==> config.mk <==
export PLATFORM = sky130hd
export DESIGN_NAME = ctl_sequencer
export DESIGN_NICKNAME = d
export VERILOG_FILES = /design/src/rtl/ctl_seq_pkg.sv /design/src/rtl/seq_step_counter.sv /design/src/rtl/onehot_dec.sv /design/src/rtl/lowbit_pick.sv /design/src/rtl/ctl_sequencer.sv
export SDC_FILE = /design/constraint.sdc
export NUM_CORES = 1
export LEC_CHECK = 0
export BUFFER_PORTS_ARGS = -buffer_cell sky130_fd_sc_hd__buf_4
export CAP_MARGIN = 20
export CORE_MARGIN = 8
export CORE_UTILIZATION = 33
export CTS_BUF_LIST = sky130_fd_sc_hd__clkbuf_16
export DETAILED_ROUTE_END_ITERATION = 7
export GPL_TIMING_DRIVEN = 0
export PLACE_DENSITY = 0.78
export SLEW_MARGIN = 25
export SYNTH_ARGS = -nofsm -noshare
export SYNTH_HDL_FRONTEND = slang
export SYNTH_SLANG_ARGS = --single-unit
==> constraint.sdc <==
create_clock -name clk -period 1.65 [get_ports clk]
set_clock_uncertainty 0.05 [all_clocks]
set_input_delay 0.165 -clock clk [delete_from_list [all_inputs] [get_ports clk]]
set_output_delay 0.165 -clock clk [all_outputs]
set_load 0.03 [all_outputs]
==> src/rtl/ctl_seq_pkg.sv <==
package ctl_seq_pkg;

   // Command applied to the step counter on each edge
   typedef enum logic [1:0] {
      STEP_HOLD = 2'd0,
      STEP_INC  = 2'd1,
      STEP_CLR  = 2'd2
   } step_cmd_e;

   // Encode the clear/increment pins; clear dominates
   function automatic step_cmd_e step_cmd(input logic clr, input logic inc);
      if (clr)      return STEP_CLR;
      else if (inc) return STEP_INC;
      else          return STEP_HOLD;
   endfunction

endpackage

==> src/rtl/seq_step_counter.sv <==
module seq_step_counter
   import ctl_seq_pkg::*;
#(
   parameter int CNT_W = 4
) (
   input  logic             clk,
   input  logic             rst_n,
   input  step_cmd_e        cmd,
   output logic [CNT_W-1:0] cnt
);

   generate
      if (CNT_W < 1) begin : g_bad_width
         $error("seq_step_counter: CNT_W must be at least 1");
      end
   endgenerate

   logic [CNT_W:0]   carry;
   logic [CNT_W-1:0] jin, kin, nxt;

   assign carry[0] = (cmd == STEP_INC);

   // Each bit is a J-K stage: toggle on carry, forced low on clear
   for (genvar i = 0; i < CNT_W; i++) begin : g_stage
      assign carry[i+1] = carry[i] & cnt[i];
      assign jin[i]     = (cmd == STEP_CLR) ? 1'b0 : carry[i];
      assign kin[i]     = (cmd == STEP_CLR) ? 1'b1 : carry[i];
      assign nxt[i]     = (jin[i] & ~cnt[i]) | (~kin[i] & cnt[i]);
   end

   always_ff @(posedge clk or negedge rst_n) begin
      if (!rst_n) cnt <= '0;
      else        cnt <= nxt;
   end

   assert_clear_R4: assert property (@(posedge clk) disable iff (!rst_n)
      (cmd == STEP_CLR) |=> (cnt == '0));

   assert_step_R2: assert property (@(posedge clk) disable iff (!rst_n)
      (cmd == STEP_INC) |=> (cnt == CNT_W'($past(cnt) + 1'b1)));

   assert_hold_R2: assert property (@(posedge clk) disable iff (!rst_n)
      (cmd == STEP_HOLD) |=> $stable(cnt));

   assert_wrap_R3: assert property (@(posedge clk) disable iff (!rst_n)
      ((cmd == STEP_INC) && (&cnt)) |=> (cnt == '0));

endmodule

==> src/rtl/onehot_dec.sv <==
module onehot_dec #(
   parameter int SEL_W = 3,
   parameter int OUT_N = 1 << SEL_W
) (
   input  logic [SEL_W-1:0] sel,
   output logic [OUT_N-1:0] line
);

   generate
      if (OUT_N > (1 << SEL_W) || OUT_N < 1) begin : g_bad_size
         $error("onehot_dec: OUT_N must lie in 1..2**SEL_W");
      end
   endgenerate

   for (genvar i = 0; i < OUT_N; i++) begin : g_line
      assign line[i] = (sel == SEL_W'(i));
   end

endmodule

==> src/rtl/lowbit_pick.sv <==
module lowbit_pick #(
   parameter int VEC_W = 12
) (
   input  logic             en,
   input  logic [VEC_W-1:0] vec,
   output logic [VEC_W-1:0] pick
);

   generate
      if (VEC_W < 1) begin : g_bad_width
         $error("lowbit_pick: VEC_W must be at least 1");
      end
   endgenerate

   logic [VEC_W:0] seen;
   assign seen[0] = 1'b0;

   // Ripple chain: a bit wins only if no lower bit was set
   for (genvar i = 0; i < VEC_W; i++) begin : g_chain
      assign seen[i+1] = seen[i] | vec[i];
      assign pick[i]   = en & vec[i] & ~seen[i];
   end

endmodule

==> src/rtl/ctl_sequencer.sv <==
module ctl_sequencer
   import ctl_seq_pkg::*;
#(
   parameter int INSTR_W  = 16,
   parameter int OP_W     = 3,
   parameter int STEP_W   = 4,
   parameter int FETCH_T  = 1,
   parameter int INDIR_T  = 3,
   parameter int REGOP_OP = 7
) (
   input  logic                 clk,
   input  logic                 rst_n,
   input  logic [INSTR_W-1:0]   instr,
   input  logic                 step_clr,
   input  logic                 step_inc,
   output logic [(1<<OP_W)-1:0] op_line,
   output logic [(1<<STEP_W)-1:0] t_line,
   output logic                 mode_bit,
   output logic [INSTR_W-OP_W-2:0] addr_fld,
   output logic                 mem_rd,
   output logic                 ir_load,
   output logic                 ind_rd,
   output logic [INSTR_W-OP_W-2:0] reg_op_sel
);

   localparam int ADDR_W = INSTR_W - OP_W - 1;
   localparam int OPS_N  = 1 << OP_W;
   localparam int STEPS  = 1 << STEP_W;
   localparam int OP_LO  = ADDR_W;
   localparam int MODE_B = INSTR_W - 1;

   generate
      if (ADDR_W < 1) begin : g_bad_split
         $error("ctl_sequencer: instruction too narrow for the opcode");
      end
      if (FETCH_T >= STEPS || INDIR_T >= STEPS) begin : g_bad_step
         $error("ctl_sequencer: strobe steps exceed counter range");
      end
      if (REGOP_OP >= OPS_N) begin : g_bad_op
         $error("ctl_sequencer: register-op opcode out of range");
      end
   endgenerate

   logic [STEP_W-1:0] step_q;
   step_cmd_e         cmd;
   logic              regop_en;

   assign cmd = step_cmd(step_clr, step_inc);

   seq_step_counter #(.CNT_W(STEP_W)) u_cnt (
      .clk   (clk),
      .rst_n (rst_n),
      .cmd   (cmd),
      .cnt   (step_q)
   );

   onehot_dec #(.SEL_W(STEP_W), .OUT_N(STEPS)) u_tdec (
      .sel  (step_q),
      .line (t_line)
   );

   onehot_dec #(.SEL_W(OP_W), .OUT_N(OPS_N)) u_odec (
      .sel  (instr[OP_LO +: OP_W]),
      .line (op_line)
   );

   assign mode_bit = instr[MODE_B];
   assign addr_fld = instr[ADDR_W-1:0];

   // Example control equations
   assign ir_load  = t_line[FETCH_T];
   assign ind_rd   = t_line[INDIR_T] & ~op_line[REGOP_OP] & mode_bit;
   assign mem_rd   = t_line[FETCH_T] | ind_rd;
   assign regop_en = t_line[INDIR_T] & op_line[REGOP_OP] & ~mode_bit;

   lowbit_pick #(.VEC_W(ADDR_W)) u_pick (
      .en   (regop_en),
      .vec  (addr_fld),
      .pick (reg_op_sel)
   );

   assert_tline_onehot_R5: assert property (@(posedge clk) disable iff (!rst_n)
      $countones(t_line) == 1);

   assert_opline_onehot_R6: assert property (@(posedge clk) disable iff (!rst_n)
      $countones(op_line) == 1);

   assert_indrd_read_R9: assert property (@(posedge clk) disable iff (!rst_n)
      ind_rd |-> mem_rd);

   assert_regop_pick_R10: assert property (@(posedge clk) disable iff (!rst_n)
      $onehot0(reg_op_sel) && ((reg_op_sel & ~addr_fld) == '0));

   assert_irload_step_R8: assert property (@(posedge clk) disable iff (!rst_n)
      ir_load |-> (mem_rd && !ind_rd));

endmodule

* Word level (Yosys, flattened, before mapping)
Cells that the tools add are included.
Storage, ports and cells: register bits 4, latch bits 0, bits in writable memories 0, memory bits (read-only) 0, output and inout bits 52, logic and storage cells 111, memories 0
Operators by class: add/sub/neg operators 0, multiply operators 0, divide/modulo/power cells 0, $lt $le $gt $ge 0, eq/ne operators 24, shift operators 0, muxes and demuxes 10, bitwise logic cells 74, reductions and logical operators 2
Operator list (count):
- 1-bit bitwise AND | 38
- 4-bit == test (second input constant) | 8
- 1-bit inverter | 21
- 4-bit by 3-bit == test with 1-bit output (second input constant) | 4
- 1-bit bitwise OR | 15
- 3-bit == test (second input constant) | 4
- 1-bit two-way mux | 9
- 4-bit by 2-bit == test with 1-bit output (second input constant) | 2
- 3-bit by 2-bit == test with 1-bit output (second input constant) | 2
- 4-bit by 1-bit == test with 1-bit output (second input constant) | 1
- 4-bit logical NOT | 1
- 3-bit by 1-bit == test with 1-bit output (second input constant) | 1
- 3-bit logical NOT | 1
- 2-bit by 1-bit == test with 1-bit output (second input constant) | 1
- 2-bit == test (second input constant) | 1
- 2-bit two-way mux | 1

* Longest topological paths before layout
Gate-level depths: netlist of the first run.
depth in word-level cells 12, gate-level depth with buffers 4

* Modules after synthesis
Synthesis of the first run repeated with hierarchy kept, for this count alone.
Second synthesis, totals: cell total of the unflattened synthesis 90, area, all modules 819.5 µm²
By module, submodules not included:
- seq_step_counter | times used 1, cells each 21, area an instance 239.0 µm², sequential area each 100.1 µm²
- onehot_dec (u_tdec) | times used 1, cells each 20, area an instance 226.5 µm², sequential area each 0.0 µm²
- lowbit_pick | times used 1, cells each 22, area an instance 155.1 µm², sequential area each 0.0 µm²
- ctl_sequencer | times used 1, cells each 19, area an instance 133.9 µm², sequential area each 0.0 µm²
- onehot_dec (u_odec) | times used 1, cells each 8, area an instance 65.1 µm², sequential area each 0.0 µm²

* Worst setup path before layout of the first run
No wires, ideal clock.
path type register -> output, start point reg u_cnt.cnt[3], end point out reg_op_sel[0], data arrival time 1961 ps, required time 1435 ps, slack -526 ps, stages on the path, launching flop included 4, cells stage by stage dfrtp_1 -> buf_6 -> and4bb_1 -> nor4bb_1
On the way: word-level cells in the longest chain between the ends 4
Ends and longest elaborated chain:
- start, declared | RTL line seq_step_counter.sv:9 | output logic [CNT_W-1:0] cnt
- start signal, assigned | RTL line seq_step_counter.sv:33 | else cnt <= nxt;
- 4-bit by 2-bit == test with 1-bit output | RTL line onehot_dec.sv:16 | assign line[i] = (sel == SEL_W'(i));
- named net t_line[3] | RTL line ctl_sequencer.sv:17 | output logic [(1<<STEP_W)-1:0] t_line,
- 1-bit bitwise AND (2 in a row) | RTL line ctl_sequencer.sv:74 | assign regop_en = t_line[INDIR_T] & op_line[REGOP_OP] & ~mode_bit;
- 1-bit bitwise AND | RTL line lowbit_pick.sv:21 | assign pick[i] = en & vec[i] & ~seen[i];
- end, declared | RTL line ctl_sequencer.sv:23 | output logic [INSTR_W-OP_W-2:0] reg_op_sel
The timed path passes the listed nets, and every way through them passes these cells.

* Worst setup path after layout of the first run
start point reg u_cnt.cnt[3], end point out reg_op_sel[9]
On the way: word-level cells in the longest chain between the ends 5
Ends and longest elaborated chain (RTL line):
- 4-bit by 2-bit == test with 1-bit output | onehot_dec.sv:16
- 1-bit bitwise AND (2 in a row) | ctl_sequencer.sv:74
- 1-bit bitwise AND (2 in a row) | lowbit_pick.sv:21
Every way passes these cells.

==> results of run 1 <==
[synth_stat cells]
cell / instances / area, um2
xor2_1: 3 / 26.3
and4bb_4: 1 / 16.3
and3b_1: 4 / 35.0
buf_4: 14 / 105
clkbuf_1: 1 / 3.75
or2_2: 1 / 6.26
nor4b_1: 1 / 8.76
and3_1: 5 / 31.3
and4_1: 1 / 8.76
xnor2_1: 1 / 8.76
nor3b_1: 3 / 22.5
nand2_1: 4 / 15.0
dfrtp_1: 4 / 100
nor4bb_1: 1 / 10.0
nor4_1: 3 / 18.8
and4bb_1: 1 / 12.5
and2_1: 2 / 12.5
nor3_1: 6 / 30.0
nand2b_1: 4 / 25.0
nand3_1: 2 / 10.0
buf_6: 2 / 22.5
nor2_1: 17 / 63.8
nand4_1: 1 / 6.26
nor4b_2: 1 / 15.0
buf_2: 1 / 5.00
and4b_1: 2 / 20.0
inv_1: 1 / 3.75
[worst paths after layout]
kind | startpoint | end
setup reg to reg | u_cnt.cnt[0] | u_cnt.cnt[3]
max in group asynchronous | rst_n | u_cnt.cnt[0]
min in group asynchronous | rst_n | u_cnt.cnt[3]
hold / removal | step_clr | u_cnt.cnt[1]
hold reg to reg | u_cnt.cnt[1] | u_cnt.cnt[1]
setup / recovery | u_cnt.cnt[3] | reg_op_sel[9]
[stage by stage]
step	hold WS (ns)	setup slack (ns)	area, um2	utilization [%]	setup TNS (ns)
finish	0.0800	-0.304	1510	79.6	-3.37
global route	0.0798	-0.336	1510	79.6	-3.95
CTS	0.0699	-0.286	1440	75.5	-2.91
detailed placement	-0.0857	-0.0716	1260	66.2	-0.461
global placement	-0.0893	-0.0500	1260	66.2	-0.242
floorplan	-0.181	-0.0572	692	-	-0.274
[metal layers]
layer | GRT usage, % | vias to the layer above | wire [um]
met1 | 13.0 | 461 | 1080
met2 | 26.5 | 51 | 1560
met5 | 0 | - | 0
met4 | 4.08 | 0 | 0
li1 | - | 460 | -
met3 | 8.82 | 0 | 410
[cells by family after synthesis]
| group | share of synthesized area [%] |
|---|---|
| buffers and inverters | 21.8 |
| flip-flops | 15.6 |
| XOR/XNOR | 5.45 |
| AND/OR/NAND/NOR | 57.2 |
[where the power goes]
group          switching (mW)  internal, mW
combinational           0.182         0.152
clock                  0.0768         0.311
sequential            0.00456         0.104
[critical path, cell delays in order (launching register included)]
cell and delay [ns]:
dfrtp_1 0.38, buf_6 0.13, and4bb_4 0.35, and4bb_4 0.28, and4b_2 0.23, buf_6 0.13
[layout by cell type, fill, tap and decap left out, drive strengths merged]
cell type	n
buf	95
nor2	17
nor3	6
and3	5
nand2	4
dfrtp	4
nand2b	4
clkbuf	4
and3b	4
xor2	3
nor3b	3
nor4	3
nand3	2
and4bb	2
and4b	2
nor4b	2
and2	2
or2	1
xnor2	1
nand4	1
inv	1
nor4bb	1
and4	1
dlygate4sd3	1
[area by class of cell]
type                            count  area, um2  area share [%]
Tap cell                           27       33.8            2.23
Clock buffer                        3       75.1            4.96
Inverter                            1       3.75           0.248
Buffer                             18        143            9.42
Multi-Input combinational cell     64        507            33.5
Timing Repair Buffer               79        652            43.1
Sequential cell                     4        100            6.61
[timing repair]
item                                    4_1_cts  5_1_grt
resized for setup                            19       10
endpoints found under the hold margin         4        0
hold buffers                                  1        0
pin swaps                                     6        6
endpoints found under the setup margin       16       17
buffers inserted                              2        5
==> metrics.cfg, run 1 <==
[run_status]
status = complete, but fails checks
violations = negative setup slack

[power]
p_leak_nw = 0.795
peakVddDrop_mv = 0.364
powerDensity_nw_per_um2 = 548
finalPower_uw = 829

[synthesis]
synth_cell_types = 27
synth.ff_latch_count = 4
syn_avg_cell_area_um2 = 7.39
netlist_area_um2 = 643
ys_seq_area_share_pct = 15.6
yosysWarningCount = 0
syn_inst = 87
syn_nets = 107

[die]
core_area_um2 = 1900
pin_count = 72
die_h_um = 60.1
rows = 16
die_area_um2 = 3620
die_x_um = 60.1
initial_core_util_pct = 33.8

[sta]
slew_headroom_pct = 68.6
fin_crit_ns = 1.95
hold_viol_final = 0
layout_setup_ws_ns = -0.304
final-max-slew-violation-count = 0
worstMarginPinSlew_ns = 0.467
rsz0062_at_grt = true
max_freq_mhz = 512
setup_viol = 15
fin_crit_sh_pct = 118

[global_route]
grt_antenna_before_repair = 0
grt_usage_pct = 14.6
grt_pass1_vias = 920
grt_pass1_wl_mm = 4.11
overflow = 0
grt_max_degree = 11

[cells_and_area]
syn_to_final_growth_pct = 135
top_register = u_cnt.cnt
final_nets = 191
drive_gt1_share_pct = 72.8
filler_cell_count = 126
num_antenna_cells = 0
top_regs = u_cnt.cnt x4
largest_reg_flops = 4
stdcell_count = 196

[route]
antenna_left = 0
vias = 972
routed_via_density = 4.96
dr.pass1.iters = 4
routed_wl_mm = 3.05
drc = 0
routedWlPerCell_um = 15.6
drt-initial-drc-count = 35

[place]
portBuffers = 71
place_inst = 185
place_congestion = 0.787
dp_hpwl_mm = 2.12

[critical_path]
crit_path_end_kind = output port
crit_type = register to output port
cp.required_ns = 1.43
startpoint_type = register
arrival_ns = 1.74
worst-path-max-fanout = 8
reg2reg_slack_ns = 0.49
reg2reg_depth = 4

[clocking]
cts_root_buf = clkbuf_16
clk_latency_ns = 0.23
ctsHtreeMaxLevel = 1
clock_sink_count = 4
clk_pin_slew_ns = 0.04
cts.path.max_buffers = 2
cts_tree = done
numCtsBuffers = 3

[run]
drv_cap = 0

[min_path]
hold_path_class = input pin to register
whs_path_depth = 2

(Power assumes the default switching activity.)
==> run 2: changes to the inputs <==
--- a/config.mk
+++ b/config.mk
@@ -5,6 +5,7 @@
 export SDC_FILE = /design/constraint.sdc
 export NUM_CORES = 1
 export LEC_CHECK = 0
+export ABC_AREA = 1
 export BUFFER_PORTS_ARGS = -buffer_cell sky130_fd_sc_hd__buf_4
 export CAP_MARGIN = 20
 export CORE_MARGIN = 8
@@ -12,7 +13,7 @@
 export CTS_BUF_LIST = sky130_fd_sc_hd__clkbuf_16
 export DETAILED_ROUTE_END_ITERATION = 7
 export GPL_TIMING_DRIVEN = 0
-export PLACE_DENSITY = 0.78
+export PLACE_DENSITY = 0.79
 export SLEW_MARGIN = 25
 export SYNTH_ARGS = -nofsm -noshare
 export SYNTH_HDL_FRONTEND = slang
==> run 2 against run 1 <==
Against the previous run:
- the run still ends with negative setup slack left
- critical path depth is 2 higher
- wire length is 8.3% higher
- clock power is 1% lower
- global-route usage is 2.7 points higher
- sequential cell count stayed put
- setup slack better by 0.17 ns
- largest cell class unchanged
- combinational power is 8.4% lower
- first-iteration DRC count is 26% lower
- power is 3.8% lower
==> metrics.cfg, run 2 <==
[critical_path]
path_buf_inv = 3
crit_slowest_cell = dfrtp_1
arrival_ns = 1.56
path_common_cell = buf_6
worst-path-max-fanout = 6
r2r-start = u_cnt.cnt[0]
crit_type = register to output port
crit_start = u_cnt.cnt[2]
max_stage_delay_ns = 0.39
crit_chain = nor2_1 > inv_2 > nor2_4 > nand3_4 > buf_6 > nor4_4 > buf_6
startpoint_type = register
cp.required_ns = 1.43
critPathTopFamily = simple AND/OR/NAND/NOR gates
crit_path_end_kind = output port

[sta]
setup_viol = 12
final-max-slew-violation-count = 0
fin_crit_ns = 1.78
fin_crit_sh_pct = 108
rsz0062_at_grt = true
slew_headroom_pct = 80.9
hold_viol_final = 0
layout_setup_ws_ns = -0.130
max_freq_mhz = 562
worstMarginPinSlew_ns = 0.285

[synthesis]
syn_avg_cell_area_um2 = 5.69
synth_compound_area_share_pct = 2.38
synthAdderAreaFrac_pct = 0
synth.ff_latch_count = 4
yosysTopAreaCell = nor2_1
syn_inst = 111
yosysMostFrequentCell = nor2_1
ys_seq_area_share_pct = 15.8
yosysTopAreaCellShare_pct = 17.2
synth_common_cells = nor2_1 (29), inv_1 (17), nand2_1 (15)
synthXorXnorAreaFrac_pct = 0
synth_cell_types = 19
synth_top_family_by_area = simple AND/OR/NAND/NOR gates
async_flop_share_pct = 100
netlist_area_um2 = 632
syn_nets = 131
yosys-top-cells-area = nor2_1 (17%), buf_4 (17%), dfrtp_1 (16%), inv_1 (10%), nand2_1 (8.9%)
post_synth_and_or_nand_nor_area_fraction_pct = 53.1
synthMuxAreaShare_pct = 0
synth_ff_type = dfrtp_1
synth_edf_count = 0
yosysWarningCount = 0

[die]
rows = 16
die_area_um2 = 3570
initial_core_util_pct = 33.6
pin_count = 72
die_x_um = 59.8
core_area_um2 = 1880
die_h_um = 59.8

[clocking]
cts_tree = done
clk_latency_ns = 0.23
cts_root_buf = clkbuf_16
numCtsBuffers = 3
clk_pin_slew_ns = 0.03
ctsHtreeMaxLevel = 1
clock_sink_count = 4
cts.path.max_buffers = 2

[route]
vias = 1066
dr.pass1.iters = 5
drc = 0
routedWlPerCell_um = 14.8
routed_wl_mm = 3.31
routed_via_density = 4.76
antenna_left = 0
drt-initial-drc-count = 26

[global_route]
grt_pass1_vias = 1066
grt_pass1_wl_mm = 4.78
grt_usage_pct = 17.3
overflow = 0
grt_max_degree = 7
grt_antenna_before_repair = 0

[run_status]
status = complete, but fails checks
violations = negative setup slack

[cells_and_area]
syn_to_final_growth_pct = 150
final_common_cell = buf_4
multi_input_area_um2 = 504
stdcell_count = 224
num_antenna_cells = 0
top_register = u_cnt.cnt
drive_gt1_share_pct = 65.5
seqCellArea_um2 = 101
final_nets = 219
largest_reg_flops = 4
mostFrequentLayoutCells = buf_4 (81), nor2_1 (21), inv_1 (16), buf_6 (15), nand2_1 (11)
top_regs = u_cnt.cnt x4
filler_cell_count = 128

[power]
powerDensity_nw_per_um2 = 504
p_int_uw = 540
power_frac_seq_pct = 13.6
pwr-share-comb_pct = 38.3
p_sw_uw = 257
clockPowerShare_pct = 48.0
finalPower_uw = 798
peakVddDrop_mv = 0.740
swShare_pct = 32.3
p_leak_nw = 0.829

[place]
pre_cts_ws_ns = -0.183
dp_hpwl_mm = 2.31
portBuffers = 71
place_congestion = 0.776
place_inst = 209

[run]
drv_cap = 0

[min_path]
hold_start = step_inc
hold_path_class = input pin to register

## run 2: changes by cell type after synthesis, sizes merged, moves of 3 or more
cell	delta
nand2b	-4
nor3	+7
buf	-3
and3	-5
nor3b	-3
nor2	+13
inv	+18
xor2	-3
nand2	+12
and3b	-4
## run 2: worst register-to-register path, stage by stage, from the launching register on
cell and delay (ns):
dfrtp_1 0.38, buf_4 0.15, nand3_1 0.12, nor2_1 0.22, nand2_1 0.14, o21ai_0 0.12, inv_1 0.08
## run 2: per-layer routing
metal	track usage, %	wire length, um
met5	0	0
met4	6.12	63
met3	4.95	259
met2	34.9	1930
met1	15.5	1050
## run 2: area by class of cell
type | instances | area share [%]
clock buffer | 3 | 4.75
tap | 27 | 2.14
timing repair buffer | 83 | 43.1
inverter | 20 | 5.06
buffer | 14 | 6.65
multi-input combinational | 73 | 31.9
sequential | 4 | 6.41
## run 2: repair_timing
item	CTS	global route
setup buffers	10	1
endpoints found under the hold margin	4	0
endpoints found under the setup margin	12	17
resized for setup	22	10
pin swaps	5	5
hold buffers	1	0
## run 2: final timing paths
kind                            slack [ns]       endpoint  cells after the start
worst min-delay path                  0.14   u_cnt.cnt[0]                      3
max in group asynchronous             1.19   u_cnt.cnt[1]                      2
min in group asynchronous             0.24   u_cnt.cnt[3]                      2
worst max-delay path                 -0.13  reg_op_sel[6]                      7
worst max register to register        0.29   u_cnt.cnt[2]                      6
worst min register to register        0.56   u_cnt.cnt[3]                      2
## run 2: logic make-up after synthesis
family          count (synthesis)
flops                           4
simple gates                   70
compound gates                  3
buf+inv                        34
## run 2: power by group through the flow
stage / clock network, mW / registers (mW) / logic, mW
2_1_floorplan: 0 / 0.108 / 0.162
5_1_grt: 0.393 / 0.109 / 0.326
4_1_cts: 0.384 / 0.108 / 0.296
3_3_place_gp: 0 / 0.109 / 0.278
6_report: 0.383 / 0.109 / 0.306
3_5_place_dp: 0 / 0.109 / 0.283
## run 2: stage by stage
step,setup TNS [ns],instance area [um2],hold slack [ns],utilization [%]
detailed placement,-0.542,1300,-0.0865,69.2
floorplan,-0.400,736,-0.181,-
global placement,-0.386,1300,-0.0867,69.2
CTS,-0.716,1550,0.140,82.1
finish,-1.01,1580,0.137,84.0
global route,-1.97,1580,0.158,84.0
